$ cat config.mk
export PLATFORM = sky130hd
export DESIGN_NAME = dma_wr_segmenter
export DESIGN_NICKNAME = d
export VERILOG_FILES = /design/src/rtl/seg_pkg.sv /design/src/rtl/mwi_gate.sv /design/src/rtl/seg_cutter.sv /design/src/rtl/seg_ctrl.sv /design/src/rtl/dma_wr_segmenter.sv
export SDC_FILE = /design/constraint.sdc
export NUM_CORES = 1
export LEC_CHECK = 0
export BUFFER_PORTS_ARGS = -buffer_cell sky130_fd_sc_hd__buf_2
export CAP_MARGIN = 20
export CORE_AREA = 5 5 119 121
export CTS_CLUSTER_DIAMETER = 50
export DETAILED_ROUTE_END_ITERATION = 10
export DIE_AREA = 0 0 124 126
export HOLD_SLACK_MARGIN = 0.15
export MAX_ROUTING_LAYER = met4
export PLACE_DENSITY_LB_ADDON = 0.15
export SETUP_SLACK_MARGIN = 0.05
export SLEW_MARGIN = 25
export SYNTH_ARGS = -nofsm -noshare
export SYNTH_HDL_FRONTEND = slang
export SYNTH_SLANG_ARGS = --single-unit
$ cat constraint.sdc
create_clock -name clk -period 7.48 [get_ports clk]
set_input_delay 0.748 -clock clk [delete_from_list [all_inputs] [get_ports clk]]
set_output_delay 0.748 -clock clk [all_outputs]
set_load 0.02 [all_outputs]
$ cat src/rtl/seg_pkg.sv
package seg_pkg;

  typedef enum logic [1:0] {
    S_IDLE = 2'd0,
    S_RUN  = 2'd1,
    S_FIN  = 2'd2
  } seg_state_e;

  // Line size in DWORDs is legal only as a power of two in 1..32.
  function automatic logic cls_legal(input logic [7:0] cls_dw);
    return (cls_dw != 8'd0) && ((cls_dw & (cls_dw - 8'd1)) == 8'd0) &&
           (cls_dw <= 8'd32);
  endfunction

  // Bytes per line for a DWORD count.
  function automatic logic [15:0] line_bytes_of(input logic [7:0] cls_dw);
    return {6'd0, cls_dw, 2'b00};
  endfunction

  // Smaller of two lengths.
  function automatic logic [15:0] min_len(input logic [15:0] a,
                                          input logic [15:0] b);
    return (a < b) ? a : b;
  endfunction

endpackage

$ cat src/rtl/mwi_gate.sv
module mwi_gate #(
  parameter int LEN_W       = 16,
  parameter int QUEUE_BYTES = 64
) (
  input  logic [7:0]       cls_dw_i,
  input  logic             mwi_en_i,
  output logic             elig_o,
  output logic [LEN_W-1:0] line_o
);
  import seg_pkg::*;

  localparam logic [15:0] QB = 16'(QUEUE_BYTES);

  logic        size_ok;
  logic        fits_ok;
  logic [15:0] line_full;

  always_comb begin
    line_full = line_bytes_of(cls_dw_i);
    size_ok   = cls_legal(cls_dw_i);
    fits_ok   = (line_full <= QB);
    elig_o    = size_ok && fits_ok && mwi_en_i;
    line_o    = LEN_W'(line_full);
  end

endmodule

$ cat src/rtl/seg_cutter.sv
module seg_cutter #(
  parameter int ADDR_W = 32,
  parameter int LEN_W  = 16
) (
  input  logic [ADDR_W-1:0] cur_addr_i,
  input  logic [LEN_W-1:0]  remaining_i,
  input  logic              elig_i,
  input  logic [LEN_W-1:0]  line_i,
  output logic [LEN_W-1:0]  seg_len_o,
  output logic              seg_mwi_o,
  output logic              head_cut_o
);
  logic [LEN_W-1:0] offset;
  logic [LEN_W-1:0] to_bound;

  always_comb begin
    offset     = cur_addr_i[LEN_W-1:0] & (line_i - LEN_W'(1));
    to_bound   = line_i - offset;
    head_cut_o = 1'b0;
    seg_mwi_o  = 1'b0;
    if (!elig_i) begin
      seg_len_o = remaining_i;
    end else if (offset != '0) begin
      head_cut_o = 1'b1;
      seg_len_o  = (to_bound < remaining_i) ? to_bound : remaining_i;
    end else if (remaining_i >= line_i) begin
      seg_len_o = line_i;
      seg_mwi_o = 1'b1;
    end else begin
      seg_len_o = remaining_i;
    end
  end

endmodule

$ cat src/rtl/seg_ctrl.sv
module seg_ctrl #(
  parameter int ADDR_W = 32,
  parameter int LEN_W  = 16
) (
  input  logic              clk,
  input  logic              rst_n,
  input  logic              start_i,
  input  logic [ADDR_W-1:0] start_addr_i,
  input  logic [LEN_W-1:0]  byte_count_i,
  input  logic              elig_i,
  input  logic [LEN_W-1:0]  line_i,
  input  logic [LEN_W-1:0]  seg_len_i,
  input  logic              seg_ready_i,
  output logic [ADDR_W-1:0] cur_addr_o,
  output logic [LEN_W-1:0]  remaining_o,
  output logic              elig_o,
  output logic [LEN_W-1:0]  line_o,
  output logic              seg_valid_o,
  output logic              done_o,
  output logic              busy_o
);
  import seg_pkg::*;

  seg_state_e state_q;
  logic       take_start;
  logic       seg_accept;
  logic       last_seg;

  assign take_start  = start_i && (state_q == S_IDLE);
  assign seg_valid_o = (state_q == S_RUN);
  assign seg_accept  = seg_valid_o && seg_ready_i;
  assign last_seg    = (seg_len_i == remaining_o);
  assign done_o      = (state_q == S_FIN);
  assign busy_o      = (state_q != S_IDLE);

  always_ff @(posedge clk or negedge rst_n) begin
    if (!rst_n) begin
      state_q     <= S_IDLE;
      cur_addr_o  <= '0;
      remaining_o <= '0;
      elig_o      <= 1'b0;
      line_o      <= '0;
    end else begin
      case (state_q)
        S_IDLE: if (take_start) begin
          cur_addr_o  <= start_addr_i;
          remaining_o <= byte_count_i;
          elig_o      <= elig_i;
          line_o      <= line_i;
          state_q     <= (byte_count_i == '0) ? S_FIN : S_RUN;
        end
        S_RUN: if (seg_accept) begin
          cur_addr_o  <= cur_addr_o + ADDR_W'(seg_len_i);
          remaining_o <= remaining_o - seg_len_i;
          if (last_seg) state_q <= S_FIN;
        end
        S_FIN:   state_q <= S_IDLE;
        default: state_q <= S_IDLE;
      endcase
    end
  end

  // done lasts one cycle
  p_done_pulse_r11: assert property (@(posedge clk) disable iff (!rst_n)
    done_o |=> !done_o);

  // no reload of the remaining count while busy
  p_no_reload_r12: assert property (@(posedge clk) disable iff (!rst_n)
    (busy_o && $past(busy_o)) |-> (remaining_o <= $past(remaining_o)));

  // captured decision frozen for the whole transfer
  p_elig_frozen_r14: assert property (@(posedge clk) disable iff (!rst_n)
    (busy_o && $past(busy_o)) |-> ($stable(elig_o) && $stable(line_o)));

  // stalled descriptor state does not move
  p_hold_r9: assert property (@(posedge clk) disable iff (!rst_n)
    (seg_valid_o && !seg_ready_i) |=>
      (seg_valid_o && $stable(cur_addr_o) && $stable(remaining_o)));

endmodule

$ cat src/rtl/dma_wr_segmenter.sv
module dma_wr_segmenter #(
  parameter int ADDR_W      = 32,
  parameter int LEN_W       = 16,
  parameter int QUEUE_BYTES = 64,
  localparam int FILL_W     = $clog2(QUEUE_BYTES + 1)
) (
  input  logic              clk,
  input  logic              rst_n,
  input  logic              start_i,
  input  logic [ADDR_W-1:0] start_addr_i,
  input  logic [LEN_W-1:0]  byte_count_i,
  input  logic [7:0]        cls_dw_i,
  input  logic              mwi_en_i,
  input  logic [FILL_W-1:0] fill_bytes_i,
  output logic              seg_valid_o,
  input  logic              seg_ready_i,
  output logic [ADDR_W-1:0] seg_addr_o,
  output logic [LEN_W-1:0]  seg_len_o,
  output logic              seg_mwi_o,
  output logic              bus_req_o,
  output logic              busy_o,
  output logic              done_o
);

  logic              elig_now;
  logic [LEN_W-1:0]  line_now;
  logic [ADDR_W-1:0] cur_addr;
  logic [LEN_W-1:0]  remaining;
  logic              elig_q;
  logic [LEN_W-1:0]  line_q;
  logic [LEN_W-1:0]  cut_len;
  logic              cut_mwi;
  logic              head_cut;
  logic              line_present;

  mwi_gate #(.LEN_W(LEN_W), .QUEUE_BYTES(QUEUE_BYTES)) u_gate (
    .cls_dw_i (cls_dw_i),
    .mwi_en_i (mwi_en_i),
    .elig_o   (elig_now),
    .line_o   (line_now)
  );

  seg_ctrl #(.ADDR_W(ADDR_W), .LEN_W(LEN_W)) u_ctrl (
    .clk          (clk),
    .rst_n        (rst_n),
    .start_i      (start_i),
    .start_addr_i (start_addr_i),
    .byte_count_i (byte_count_i),
    .elig_i       (elig_now),
    .line_i       (line_now),
    .seg_len_i    (cut_len),
    .seg_ready_i  (seg_ready_i),
    .cur_addr_o   (cur_addr),
    .remaining_o  (remaining),
    .elig_o       (elig_q),
    .line_o       (line_q),
    .seg_valid_o  (seg_valid_o),
    .done_o       (done_o),
    .busy_o       (busy_o)
  );

  seg_cutter #(.ADDR_W(ADDR_W), .LEN_W(LEN_W)) u_cut (
    .cur_addr_i  (cur_addr),
    .remaining_i (remaining),
    .elig_i      (elig_q),
    .line_i      (line_q),
    .seg_len_o   (cut_len),
    .seg_mwi_o   (cut_mwi),
    .head_cut_o  (head_cut)
  );

  assign seg_addr_o   = cur_addr;
  assign seg_len_o    = cut_len;
  assign seg_mwi_o    = cut_mwi;
  assign line_present = (LEN_W'(fill_bytes_i) >= cut_len);
  assign bus_req_o    = seg_valid_o && (!cut_mwi || line_present);

  // ineligible transfer never carries MWI
  p_plain_when_ineligible_r4: assert property (@(posedge clk) disable iff (!rst_n)
    (seg_valid_o && !elig_q) |-> (!seg_mwi_o && seg_len_o == remaining));

  // MWI segment is one aligned line
  p_mwi_aligned_r6: assert property (@(posedge clk) disable iff (!rst_n)
    (seg_valid_o && seg_mwi_o) |->
      (seg_len_o == line_q &&
       (seg_addr_o[LEN_W-1:0] & (line_q - LEN_W'(1))) == '0));

  // a head segment is plain and stops at or before the boundary
  p_head_plain_r5: assert property (@(posedge clk) disable iff (!rst_n)
    (seg_valid_o && head_cut) |-> (!seg_mwi_o && seg_len_o < line_q));

  // no zero-length segment and no overrun
  p_len_bound_r8: assert property (@(posedge clk) disable iff (!rst_n)
    seg_valid_o |-> (seg_len_o != '0 && seg_len_o <= remaining));

  // MWI request needs a full line in the queue
  p_req_needs_line_r10: assert property (@(posedge clk) disable iff (!rst_n)
    (bus_req_o && seg_mwi_o) |-> (LEN_W'(fill_bytes_i) >= seg_len_o));

  // nothing asserted while idle
  p_idle_quiet_r13: assert property (@(posedge clk) disable iff (!rst_n)
    !busy_o |-> (!seg_valid_o && !bus_req_o));

endmodule

After elaboration in Yosys (flattened, before gate mapping)

Cells that the tools add are included.

$add $sub $neg: 5
$lt $le $gt $ge: 5
Equal/unequal tests: 6
Multiplexer cells: 18
Bitwise logic cells: 2
Reduce and logical (&&, ||, !) cells: 19

Operator list:

| kind                  | count |
|---|---|
| $mux 16               | 6 |
| $mux 32               | 2 |
| $pmux 32 s2           | 1 |
| $add 32x16->32        | 1 |
| $pmux 16 s2           | 1 |
| $and 16x16->16        | 1 |
| $eq 16x16->1          | 1 |
| $ge 16x10->1          | 1 |
| $ge 7x16->1           | 1 |
| $logic_not 16->1      | 1 |
| $lt 16x16->1          | 1 |
| $reduce_bool 16->1    | 1 |
| $sub 10x16->16        | 1 |
| $sub 16x16->16        | 1 |
| $sub 10x1->11 const B | 1 |
| $le 10x7->1 const B   | 1 |
| $and 8x8->8           | 1 |
| $le 8x6->1 const B    | 1 |
| $logic_not 8->1       | 1 |
| $mux 2                | 4 |
| $reduce_bool 8->1     | 1 |
| $sub 8x1->8 const B   | 1 |
| $logic_and 1x1->1     | 7 |
| $ne 2x1->1 const B    | 3 |
| 10 further kinds      | 14 |

Register bits: 59
Bits of input ports: 68
Output and inout port bits: 53
Logic and storage cells: 60

Depth between registers and ports, before layout

Gate-level depths: netlist of run 1.

Depth in word-level cells: 11
Gate-level depth with buffers: 34
Mapped depth without buffers: 32

Cells and area by module

From an unflattened synthesis of run 1, not the netlist that was laid out.

Cells, all modules: 975
Area total of the unflattened synthesis: 7566.0 um^2

By module, submodules not included:

| module           | times used | cells an instance | area an instance (um^2) | seq. area each (um^2) |
|---|---|---|---|---|
| seg_ctrl         | 1          | 579               | 4809.6                  | 1676.6 |
| seg_cutter       | 1          | 340               | 2347.3                  | 0.0 |
| dma_wr_segmenter | 1          | 28                | 215.2                   | 0.0 |
| mwi_gate         | 1          | 28                | 193.9                   | 0.0 |

Least setup slack after synthesis of run 1

Ideal clock, no wire load.

Path kind: register to register
Start: register u_ctrl.line_o[2]
End: register u_ctrl.cur_addr_o[26]
Library setup time: 0.104 ns
Arrival: 7.301 ns
Required time: 7.376 ns
Setup slack: 0.075 ns
Stages on the path, launching flop included: 32
Path buffers: 2
Clock period less this slack: 7.405 ns
Cell sequence: dfrtp_1 buf_4 inv_1 ha_1 nand2b_2 a2111oi_2 o31ai_2 o221ai_2 a21boi_2 and4b_1 or3_4 ha_1 a21oi_1 o21a_1 o2111ai_1 nand2_1 o31a_1 clkbuf_1 nor3b_2 a22o_1 inv_1 fa_1 nor2b_1 o21ai_1 a21boi_0 o21ai_0 a21boi_0 o2111ai_1 a31oi_1 a21oi_1 or3_1 a221oi_1

Word-level cells in the longest chain between the ends: 10
Elaborated cells on any way between the ends: 13
Classes of those cells: 3 x add/sub; 2 x order compare; 6 x mux; 1 x bitwise; 1 x reduce/logical

Ends and longest elaborated chain:

| item                   | RTL line               | RTL |
|---|---|---|
| from (decl)            | seg_ctrl.sv:17         | `output logic [LEN_W-1:0] line_o,` |
| from (signal assigned) | seg_ctrl.sv:49         | `line_o <= line_i;` |
| $sub 10x1->11          | seg_cutter.sv:17       | `offset = cur_addr_i[LEN_W-1:0] & (line_i - LEN_W'(1));` |
| $and 16x16->16         | seg_cutter.sv:17       |  |
| $sub 10x16->16         | seg_cutter.sv:18       | `to_bound = line_i - offset;` |
| $lt 16x16->1           | seg_cutter.sv:25       | `seg_len_o = (to_bound < remaining_i) ? to_bound : remaining_i;` |
| $mux 16                | seg_cutter.sv:25       |  |
| $mux 16 *              | seg_cutter.sv:23       | `end else if (offset != '0) begin` |
| $mux 16 *              | seg_cutter.sv:21       | `if (!elig_i) begin` |
| net seg_len_o[1]       | dma_wr_segmenter.sv:18 | `output logic [LEN_W-1:0] seg_len_o,` |
| $add 32x16->32 *       | seg_ctrl.sv:53         | `cur_addr_o <= cur_addr_o + ADDR_W'(seg_len_i);` |
| $mux 32 *              | seg_ctrl.sv:52         | `S_RUN: if (seg_accept) begin` |
| $pmux 32 s2 *          | seg_ctrl.sv:44         | `case (state_q)` |
| to (signal assigned)   | seg_ctrl.sv:46         | `cur_addr_o <= start_addr_i;` |
| to (signal assigned)   | seg_ctrl.sv:53         |  |
| to (decl)              | seg_ctrl.sv:14         | `output logic [ADDR_W-1:0] cur_addr_o,` |

Mark *: on every way through the listed nets, which the timed path passes. The rest lies on a longest branch. The select of a mux whose other input is x is not followed.
A chain may end at the register's enable or synchronous reset.

Worst setup path after layout of run 1

Start: register u_ctrl.cur_addr_o[3]
End: output bus_req_o

Word-level cells in the longest chain between the ends: 9
Elaborated cells on any way between the ends: 13
Classes of those cells: 1 x add/sub; 2 x order compare; 5 x mux; 1 x bitwise; 4 x reduce/logical

Ends and longest elaborated chain:

| item                | RTL line               | RTL |
|---|---|---|
| $and 16x16->16 *    | seg_cutter.sv:17       |  |
| $sub 10x16->16      | seg_cutter.sv:18       |  |
| $lt 16x16->1        | seg_cutter.sv:25       |  |
| $mux 16             | seg_cutter.sv:25       |  |
| $mux 16             | seg_cutter.sv:23       |  |
| $mux 16             | seg_cutter.sv:21       |  |
| $ge 7x16->1         | dma_wr_segmenter.sv:75 | `assign line_present = (LEN_W'(fill_bytes_i) >= cut_len);` |
| $logic_or 1x1->1 *  | dma_wr_segmenter.sv:76 | `assign bus_req_o = seg_valid_o && (!cut_mwi \|\| line_present);` |
| $logic_and 1x1->1 * | dma_wr_segmenter.sv:76 |  |
| to (decl)           | dma_wr_segmenter.sv:20 | `output logic bus_req_o,` |

Every way passes the cells marked *; elsewhere a longest branch is shown, timed or not.

==> results of run 1 <==
[synthesized netlist by cell type, drive strengths merged (5+ instances only)]
cell	number	area, um2
a22o	5	43.8
a31oi	9	56.3
nor4	11	96.3
dfrtp	59	1480
o2111ai	5	43.8
a2bb2oi	5	43.8
a21o	17	128
or3	8	55.1
o21a	12	90.1
nand2b	11	71.3
clkbuf	27	101
xor2	11	96.3
a311oi	9	78.8
a21oi	57	285
or2	5	31.3
xnor2	18	158
a221oi	6	52.6
nand2	75	282
o21ai	83	415
nand4	12	75.1
nand3	18	90.1
o221ai	16	146
buf	6	32.5
inv	58	218
nor2b	11	68.8
and3	8	50.1
o22ai	24	150
nor2	65	246
ha	64	801
a21boi	6	48.8
nor3	19	100
a211oi	11	82.6
[path summary, 6_finish.rpt]
kind	start	end	cells past startpoint
worst max-delay path	u_ctrl.cur_addr_o[3]	bus_req_o	29
worst max register to register	u_ctrl.cur_addr_o[3]	u_ctrl.cur_addr_o[26]	32
min in group asynchronous	rst_n	u_ctrl.line_o[2]	2
worst min-delay path	u_ctrl.cur_addr_o[23]	u_ctrl.cur_addr_o[23]	1
worst min register to register	u_ctrl.cur_addr_o[23]	u_ctrl.cur_addr_o[23]	1
max in group asynchronous	rst_n	u_ctrl.line_o[4]	2
[sequential cells by signal, indices dropped and copies added (netlist names)]
name / cells
u_ctrl.cur_addr_o: 32
u_ctrl.remaining_o: 16
u_ctrl.line_o: 8
u_ctrl.state_q: 2
u_ctrl.elig_o: 1
[critical path: cells and delay by family, from the launching register on]
kind | cells | cell delay (ns)
buffers and inverters | 3 | 0.39
and+or+nand+nor | 7 | 1.57
adders and majority gates | 2 | 0.46
AOI/OAI and AO/OA | 17 | 3.00
DFF | 1 | 0.53
[what timing repair did]
| action | 4_1_cts | 5_1_grt |
|---|---|---|
| buffers inserted | 0 | 2 |
| endpoints found under the setup margin | 0 | 12 |
| gates resized for setup | 0 | 18 |
| hold buffers | 0 | 0 |
| hold endpoints to repair | 0 | 0 |
[area by class of cell]
type                            instances  area, um2
Fill cell                            1265       5380
Multi-Input combinational cell        667       4600
Sequential cell                        59       1480
Timing Repair Buffer                  141        759
Clock buffer                           11        253
Tap cell                              176        220
Inverter                               58        218
Clock inverter                          4       73.8
[stage by stage]
stage | instances | setup WS, ns | hold WS (ns) | instance area, um2 | util
5_1_grt | 1116 | 0.0725 | 0.606 | 7600 | 0.586
2_1_floorplan | 817 | 0.0749 | 0.452 | 6350 | -
4_1_cts | 1114 | 0.0603 | 0.558 | 7510 | 0.579
3_3_place_gp | 1098 | 0.362 | 0.544 | 7180 | 0.553
6_report | 1116 | 0.415 | 0.565 | 7600 | 0.586
3_5_place_dp | 1099 | 0.213 | 0.546 | 7190 | 0.554
[cells by family (layout without fill, tap and decap cells)]
kind of cell	after synthesis	after routing
adder cells (fa/ha/maj)	66	66
flip-flops	59	59
AO/OA/AOI/OAI	303	303
buffers and inverters	91	214
multiplexers	4	4
AND/OR/NAND/NOR	265	265
XOR/XNOR	29	29
[cells in the final DEF (no fill, tap or decap), types with 15 or more instances in the layout]
| cell type | instances |
|---|---|
| nand2_1 | 75 |
| o221ai_1 | 15 |
| dfrtp_1 | 58 |
| a21oi_1 | 56 |
| nor3_1 | 17 |
| nor2_1 | 63 |
| a21o_1 | 17 |
| buf_4 | 19 |
| o21ai_0 | 77 |
| xnor2_1 | 18 |
| nand3_1 | 18 |
| ha_1 | 63 |
| inv_1 | 57 |
| o22ai_1 | 24 |
| buf_2 | 121 |
[routing by layer]
layer / vias to the layer above / wire (um) / GRT usage
met4: 0 / 180 / 0.0567
li1: 3311 / - / -
met5: - / 0 / -
met2: 272 / 9410 / 0.410
met1: 3216 / 10000 / 0.413
met3: 16 / 1730 / 0.0413
==> flow_metrics.py, run 1 <==
metrics = {
    "outcome": {
        "status": "finished, final reports clean",
    },
    "critical_path": {
        "arrival_ns": 6.32,
        "start_kind": "flop",
        "crit_path_top_delay_cell": "dfrtp_1",
        "critPathRequiredTime_ns": 6.73,
        "crit_top_cell": "a21o_1",
        "max_stage_delay_ns": 0.53,
        "path_class": "reg -> out",
        "r2r_slack_ns": 0.59,
        "path_max_fanout": 9,
        "endpoint_kind": "primary output",
    },
    "synth": {
        "synth_compound_area_frac": 0.321,
        "ys_warn_count": 0,
        "synth_xor_area_frac": 0.0400,
        "seq_area_frac_synth": 0.232,
        "synth_edf_count": 0,
        "synthAdderAreaFrac": 0.132,
        "synthesis.area_mm2": 0.00635,
        "yosysUniqueCellTypes": 83,
        "postSynth.asyncResetShare": 1.00,
        "avgSynthCellArea_um2": 7.77,
        "syn_inst": 817,
        "ys.flop_type": "dfrtp_1",
        "syn-num-nets": 951,
        "synth-seq-cells": 59,
        "synth-simple-area-share": 0.212,
        "synth_mux_area_frac": 0.00650,
        "synth_top_family_by_area": "compound AO/OA/AOI/OAI gates",
    },
    "placement": {
        "port_buffers": 120,
        "dp_hpwl_um": 16200,
        "gp_congestion": 0.950,
    },
    "cts": {
        "clk_path_buf_depth": 2,
        "cts_root_buffer": "clkbuf_16",
        "htreeDepth": 3,
        "clock-sinks": 59,
        "cts.reportedPaths.clkPinSlew_ns": 0.06,
        "cts_buffers": 9,
        "cts_tree": "built",
        "clock_latency_ns": 0.35,
    },
    "floorplan": {
        "die_y_um": 126,
        "die_area_mm2": 0.0156,
        "core-area_mm2": 0.0130,
        "die_w_um": 124,
        "pin_count": 121,
        "start_util": 0.489,
        "rows": 42,
    },
    "sta": {
        "finalHoldViolCount": 0,
        "max-slew-margin-rel": 0.441,
        "setup_viol": 0,
        "period_share": 0.944,
        "period_minus_slack_ns": 7.06,
        "rsz0062_at_grt": "false",
        "tightestPinTransition_ns": 0.839,
        "finalClockSkew_ns": 0.0121,
        "fmax_ghz": 0.142,
        "fin_setup_tns_ns": 0,
        "finalMaxSlewViolations": 0,
    },
    "route": {
        "routed-via-count": 6815,
        "first_pass_iters": 5,
        "post_drt_wl_per_cell_um": 19.1,
        "drt-total-wl_um": 21400,
        "ant_nets": 0,
        "drc": 0,
        "via_per_inst": 6.11,
        "dr.first_iter.drc_count": 603,
    },
    "global_route": {
        "overflow": 0,
        "track_usage": 0.281,
        "grt_pass1_vias": 6352,
        "grt_max_degree": 60,
        "grt_pass1_wl_um": 33600,
        "antenna_found_initial": 0,
    },
    "final_layout": {
        "antenna_cells": 0,
        "drive_gt1_frac": 0.204,
        "syn_to_final_growth_pct": 19.7,
        "nNetsFinal": 1070,
    },
    "worst_hold_path": {
        "worstHoldPathType": "reg -> reg",
    },
    "job": {
        "drv_cap": 0,
    },
}
Power of run 1 is not shown: default switching activity piles up to over one toggle a cycle in this logic, so the estimate is an artifact.
==> run 2: changes to the inputs <==
--- a/config.mk
+++ b/config.mk
@@ -5,12 +5,12 @@
 export SDC_FILE = /design/constraint.sdc
 export NUM_CORES = 1
 export LEC_CHECK = 0
-export BUFFER_PORTS_ARGS = -buffer_cell sky130_fd_sc_hd__buf_2
 export CAP_MARGIN = 20
 export CORE_AREA = 5 5 119 121
 export CTS_CLUSTER_DIAMETER = 50
 export DETAILED_ROUTE_END_ITERATION = 10
 export DIE_AREA = 0 0 124 126
+export DONT_BUFFER_PORTS = 1
 export HOLD_SLACK_MARGIN = 0.15
 export MAX_ROUTING_LAYER = met4
 export PLACE_DENSITY_LB_ADDON = 0.15
==> run 2 against run 1 <==
Compared with the run above: routed wire length rose by 5.1%; fmax fell by 0.77%; sequential share of layout area rose by 1.6 points; via count fell by 2.8%; critical endpoint unchanged; global-route usage rose by 1.3 points; count of clock-buffer cells in the layout fell by 1.
==> flow_metrics.py, run 2 (synthesis gave the netlist of run 1 again) <==
metrics = {
    "outcome": {
        "status": "finished, final reports clean",
    },
    "floorplan": {
        "die_y_um": 126,
        "core-area_mm2": 0.0130,
        "pin_count": 121,
        "start_util": 0.489,
        "die_w_um": 124,
        "die_area_mm2": 0.0156,
        "rows": 42,
    },
    "critical_path": {
        "arrival_ns": 6.37,
        "path_max_fanout": 5,
        "path_class": "reg -> out",
        "max_stage_delay_ns": 0.43,
        "start_kind": "flop",
        "crit_path_top_delay_cell": "a2111oi_4",
        "cp-startpoint": "u_ctrl.line_o[3]",
        "critPathRequiredTime_ns": 6.73,
        "reg2reg_from": "u_ctrl.line_o[3]",
        "endpoint_kind": "primary output",
        "crit_top_cell": "a21o_1",
    },
    "route": {
        "routed.top_layer": "met4",
        "via_per_inst": 6.59,
        "drt-total-wl_um": 22500,
        "dr_wl_met3_um": 1640,
        "ant_nets": 0,
        "first_pass_iters": 5,
        "routed-via-count": 6621,
        "drc": 0,
        "met2_length_um": 9910,
        "wl_met1_um": 10400,
        "post_drt_wl_per_cell_um": 22.3,
        "dr.first_iter.drc_count": 557,
    },
    "cts": {
        "clock-sinks": 59,
        "cts_root_buffer": "clkbuf_16",
        "cts_tree": "built",
        "clk_path_buf_depth": 2,
        "cts_buffers": 9,
        "htreeDepth": 3,
        "cts.reportedPaths.clkPinSlew_ns": 0.06,
        "clock_latency_ns": 0.35,
    },
    "sta": {
        "rsz0062_at_grt": "false",
        "setup_viol": 0,
        "finalHoldViolCount": 0,
        "period_share": 0.952,
        "fin_setup_tns_ns": 0,
        "tightestPinTransition_ns": 0.871,
        "finalClockSkew_ns": 0.0137,
        "max-slew-margin-rel": 0.419,
        "fmax_ghz": 0.140,
        "period_minus_slack_ns": 7.12,
        "finalMaxSlewViolations": 0,
    },
    "worst_hold_path": {
        "worstHoldPathType": "in -> async",
    },
    "placement": {
        "dp_hpwl_um": 17100,
        "port_buffers": 0,
        "gp_congestion": 0.931,
    },
    "final_layout": {
        "nNetsFinal": 958,
        "largest_reg_flops": 32,
        "reg_top3": "u_ctrl.cur_addr_o: 32 flops, u_ctrl.remaining_o: 16 flops, u_ctrl.line_o: 8 flops",
        "antenna_cells": 0,
        "syn_to_final_growth_pct": 10.7,
        "layout_common_cells": "77 x o21ai_0, 75 x nand2_1, 64 x ha_1",
        "drive_gt1_frac": 0.0941,
        "nFillCells": 1246,
        "top_register": "u_ctrl.cur_addr_o",
        "mostFrequentLayoutCell": "o21ai_0",
    },
    "global_route": {
        "grt_pass1_wl_um": 35100,
        "track_usage": 0.293,
        "overflow": 0,
        "grt_max_degree": 60,
        "grt_pass1_vias": 6365,
        "antenna_found_initial": 0,
    },
    "job": {
        "drv_cap": 0,
    },
}
[run 2: routing by layer]
| metal | vias to the layer above | GRT usage |
|---|---|---|
| met1 | 3183 | 0.423 |
| met2 | 306 | 0.424 |
| met5 | - | - |
| met3 | 42 | 0.0444 |
| met4 | 0 | 0.0876 |
| li1 | 3090 | - |
[run 2: timing repair]
item,4_1_cts,5_1_grt
gates cloned,0,0
endpoints found under the hold margin,59,0
hold buffers,1,0
gates resized for setup,3,11
pin swaps,0,3
setup buffers,0,3
endpoints found under the setup margin,1,15
[run 2: path summary, 6_finish.rpt]
check | cells past startpoint | slack, ns | endpoint
min reg2reg | 2 | 0.62 | u_ctrl.remaining_o[0]
min | 1 | 0.27 | u_ctrl.line_o[2]
min in group clk | 2 | 0.52 | u_ctrl.line_o[9]
max reg2reg | 31 | 0.49 | u_ctrl.cur_addr_o[17]
max in group asynchronous | 1 | 6.92 | u_ctrl.cur_addr_o[15]
max | 30 | 0.36 | bus_req_o
[run 2: layout make-up]
type | instances | area [um2] | share of cell area
multi-input combinational | 667 | 4580 | 0.652
sequential | 59 | 1480 | 0.210
timing repair buffer | 29 | 238 | 0.0338
clock buffer | 10 | 229 | 0.0326
tap | 176 | 220 | 0.0313
inverter | 58 | 218 | 0.0310
clock inverter | 6 | 66.3 | 0.00944
[run 2: stage by stage]
step	cell area [um2]	worst slack, ns	instances	hold slack [ns]	util
finish	7030	0.361	1005	0.275	0.541
global route	7030	0.0665	1005	0.298	0.541
CTS	6980	0.111	1002	0.294	0.537
detailed placement	6640	0.246	985	0.455	0.511
global placement	6640	0.495	985	0.456	0.511
floorplan	6350	0.0749	817	0.452	-
[run 2: worst max-delay path: cells and delay by family, from the launching register on]
| family | cells | cell delay, ns |
|---|---|---|
| compound gates | 17 | 3.22 |
| buf+inv | 3 | 0.34 |
| flops | 1 | 0.38 |
| fa+ha+maj | 3 | 0.80 |
| simple gates | 7 | 1.29 |
Power of run 2 is left out for the same reason.
==> run 3: changes to the inputs <==
--- a/config.mk
+++ b/config.mk
@@ -6,10 +6,11 @@
 export NUM_CORES = 1
 export LEC_CHECK = 0
 export CAP_MARGIN = 20
-export CORE_AREA = 5 5 119 121
+export CORE_AREA = 5 5 130 132
+export CTS_BUF_LIST = sky130_fd_sc_hd__clkbuf_8
 export CTS_CLUSTER_DIAMETER = 50
 export DETAILED_ROUTE_END_ITERATION = 10
-export DIE_AREA = 0 0 124 126
+export DIE_AREA = 0 0 135 137
 export DONT_BUFFER_PORTS = 1
 export HOLD_SLACK_MARGIN = 0.15
 export MAX_ROUTING_LAYER = met4
@@ -18,4 +19,5 @@
 export SLEW_MARGIN = 25
 export SYNTH_ARGS = -nofsm -noshare
 export SYNTH_HDL_FRONTEND = slang
+export SYNTH_HIERARCHICAL = 1
 export SYNTH_SLANG_ARGS = --single-unit
==> run 3 against run 2 <==
Compared with the run above: non-clock buffer count grew 34; critical path type unchanged; register-to-register slack lost 0.23 ns; final cell count grew 22%; clock skew grew 0.0092 ns; die area grew 18%; core utilization grew 1.1 points; flip-flop and latch count grew 8; worst setup slack lost 0.11 ns; global-route usage shrank 2.7 points; count of clock-buffer cells in the layout is the same; largest cell class unchanged.
==> flow_metrics.py, run 3 <==
metrics = {
    "sta": {
        "tightestPinTransition_ns": 0.922,
        "finalHoldViolCount": 0,
        "max-slew-margin-rel": 0.385,
        "setup_viol": 0,
        "rsz0062_at_grt": "true",
        "finalMaxSlewViolations": 0,
        "period_minus_slack_ns": 7.23,
        "fmax_ghz": 0.138,
        "period_share": 0.966,
        "finalClockSkew_ns": 0.0229,
    },
    "final_layout": {
        "drive_gt1_frac": 0.166,
        "largest_reg_flops": 32,
        "top_register": "u_ctrl/cur_addr_o",
        "syn_to_final_growth_pct": 14.1,
        "reg_top3": "u_ctrl/cur_addr_o: 32 flops, u_ctrl/line_o: 16 flops, u_ctrl/remaining_o: 16 flops",
        "antenna_cells": 0,
        "layout_common_cells": "140 x nand2_1, 70 x ha_1, 68 x a21oi_1",
        "fin_util": 0.553,
        "nNetsFinal": 1154,
        "mostFrequentLayoutCell": "nand2_1",
        "nFillCells": 1459,
    },
    "critical_path": {
        "max_stage_delay_ns": 0.56,
        "crit_path_top_delay_cell": "or4_4",
        "endpoint_kind": "primary output",
        "path_max_fanout": 6,
        "crit_top_cell": "buf_4",
        "critPathRequiredTime_ns": 6.73,
        "arrival_ns": 6.48,
        "r2r_cells": 32,
        "start_kind": "flop",
        "path_class": "reg -> out",
    },
    "global_route": {
        "overflow": 0,
        "antenna_found_initial": 0,
        "grt_pass1_vias": 6933,
        "track_usage": 0.267,
        "grt_max_degree": 68,
        "grt_pass1_wl_um": 37700,
    },
    "route": {
        "dr.first_iter.drc_count": 636,
        "drt-total-wl_um": 24800,
        "routed-via-count": 7386,
        "drc": 0,
        "met2_length_um": 11400,
        "first_pass_iters": 5,
        "post_drt_wl_per_cell_um": 20.2,
        "wl_met1_um": 11000,
        "routed.top_layer": "met4",
        "via_per_inst": 6.02,
        "ant_nets": 0,
        "dr_wl_met3_um": 1870,
    },
    "placement": {
        "dp_hpwl_um": 18400,
        "port_buffers": 0,
        "gp_congestion": 0.937,
    },
    "floorplan": {
        "rows": 46,
        "die_area_mm2": 0.0185,
        "die_w_um": 135,
        "die_y_um": 137,
        "core-area_mm2": 0.0156,
        "start_util": 0.485,
        "pin_count": 121,
    },
    "outcome": {
        "status": "finished, final reports clean",
    },
    "cts": {
        "cts_tree": "built",
        "cts.reportedPaths.clkPinSlew_ns": 0.10,
        "clock-sinks": 67,
        "clk_path_buf_depth": 2,
        "htreeDepth": 3,
        "clock_latency_ns": 0.38,
        "cts_buffers": 9,
        "cts_root_buffer": "clkbuf_8",
    },
    "synth": {
        "avgSynthCellArea_um2": 7.76,
        "synthesis.area_mm2": 0.00756,
        "syn_inst": 974,
        "ys_warn_count": 6,
    },
    "worst_hold_path": {
        "worstHoldPathType": "in -> async",
    },
    "job": {
        "drv_cap": 0,
    },
}
run 3: metal layers:
layer	vias up	GRT usage
li1	3589	-
met1	3490	0.352
met2	272	0.409
met3	35	0.0691
met4	0	0.0694
met5	-	-
run 3: timing repair:
action / in CTS / in global routing
resized for setup: 6 / 64
endpoints found under the setup margin: 7 / 40
buffers inserted: 0 / 18
hold buffers: 1 / 0
endpoints found under the hold margin: 67 / 0
pin swaps: 2 / 35
run 3: layout make-up:
cell class	instances	area, um2	share of cell area
Sequential cell	67	1680	0.194
Clock inverter	5	55.1	0.00638
Inverter	68	255	0.0296
Timing Repair Buffer	63	515	0.0598
Tap cell	216	270	0.0313
Clock buffer	10	138	0.0160
Multi-Input combinational cell	798	5710	0.663
run 3: worst paths after layout:
kind / startpoint / end / slack [ns]
worst max-delay path: u_ctrl/line_o[0] / bus_req_o / 0.25
worst min-delay path: rst_n / u_ctrl/line_o[4] / 0.25
worst max register to register: u_ctrl/line_o[0] / u_ctrl/cur_addr_o[14] / 0.26
worst min register to register: u_ctrl/line_o[15] / u_ctrl/line_o[15] / 0.56
max in group asynchronous: rst_n / u_ctrl/cur_addr_o[18] / 6.92
min in group clk: cls_dw_i[2] / u_ctrl/line_o[4] / 0.47
run 3: worst max-delay path, delay by kind of cell (launching register included):
family                     cells  cell delay (ns)
and+or+nand+nor                6             1.44
DFF                            1             0.41
xor gates and xnor gates       1             0.22
adders and majority gates      3             0.75
AOI/OAI and AO/OA             15             2.57
buffers and inverters          4             0.70
run 3: metrics by stage:
step                cell area (um2)  setup WS [ns]  setup TNS, ns  hold slack, ns  std cells
floorplan                      7590          0.206              0           0.440        981
detailed placement             7930         0.0470              0           0.456       1193
global route                   8620        -0.0603         -0.118           0.259       1227
global placement               7930          0.171              0           0.455       1193
finish                         8620          0.252              0           0.245       1227
CTS                            8180         0.0210              0           0.249       1209
Power of run 3 is left out for the same reason.
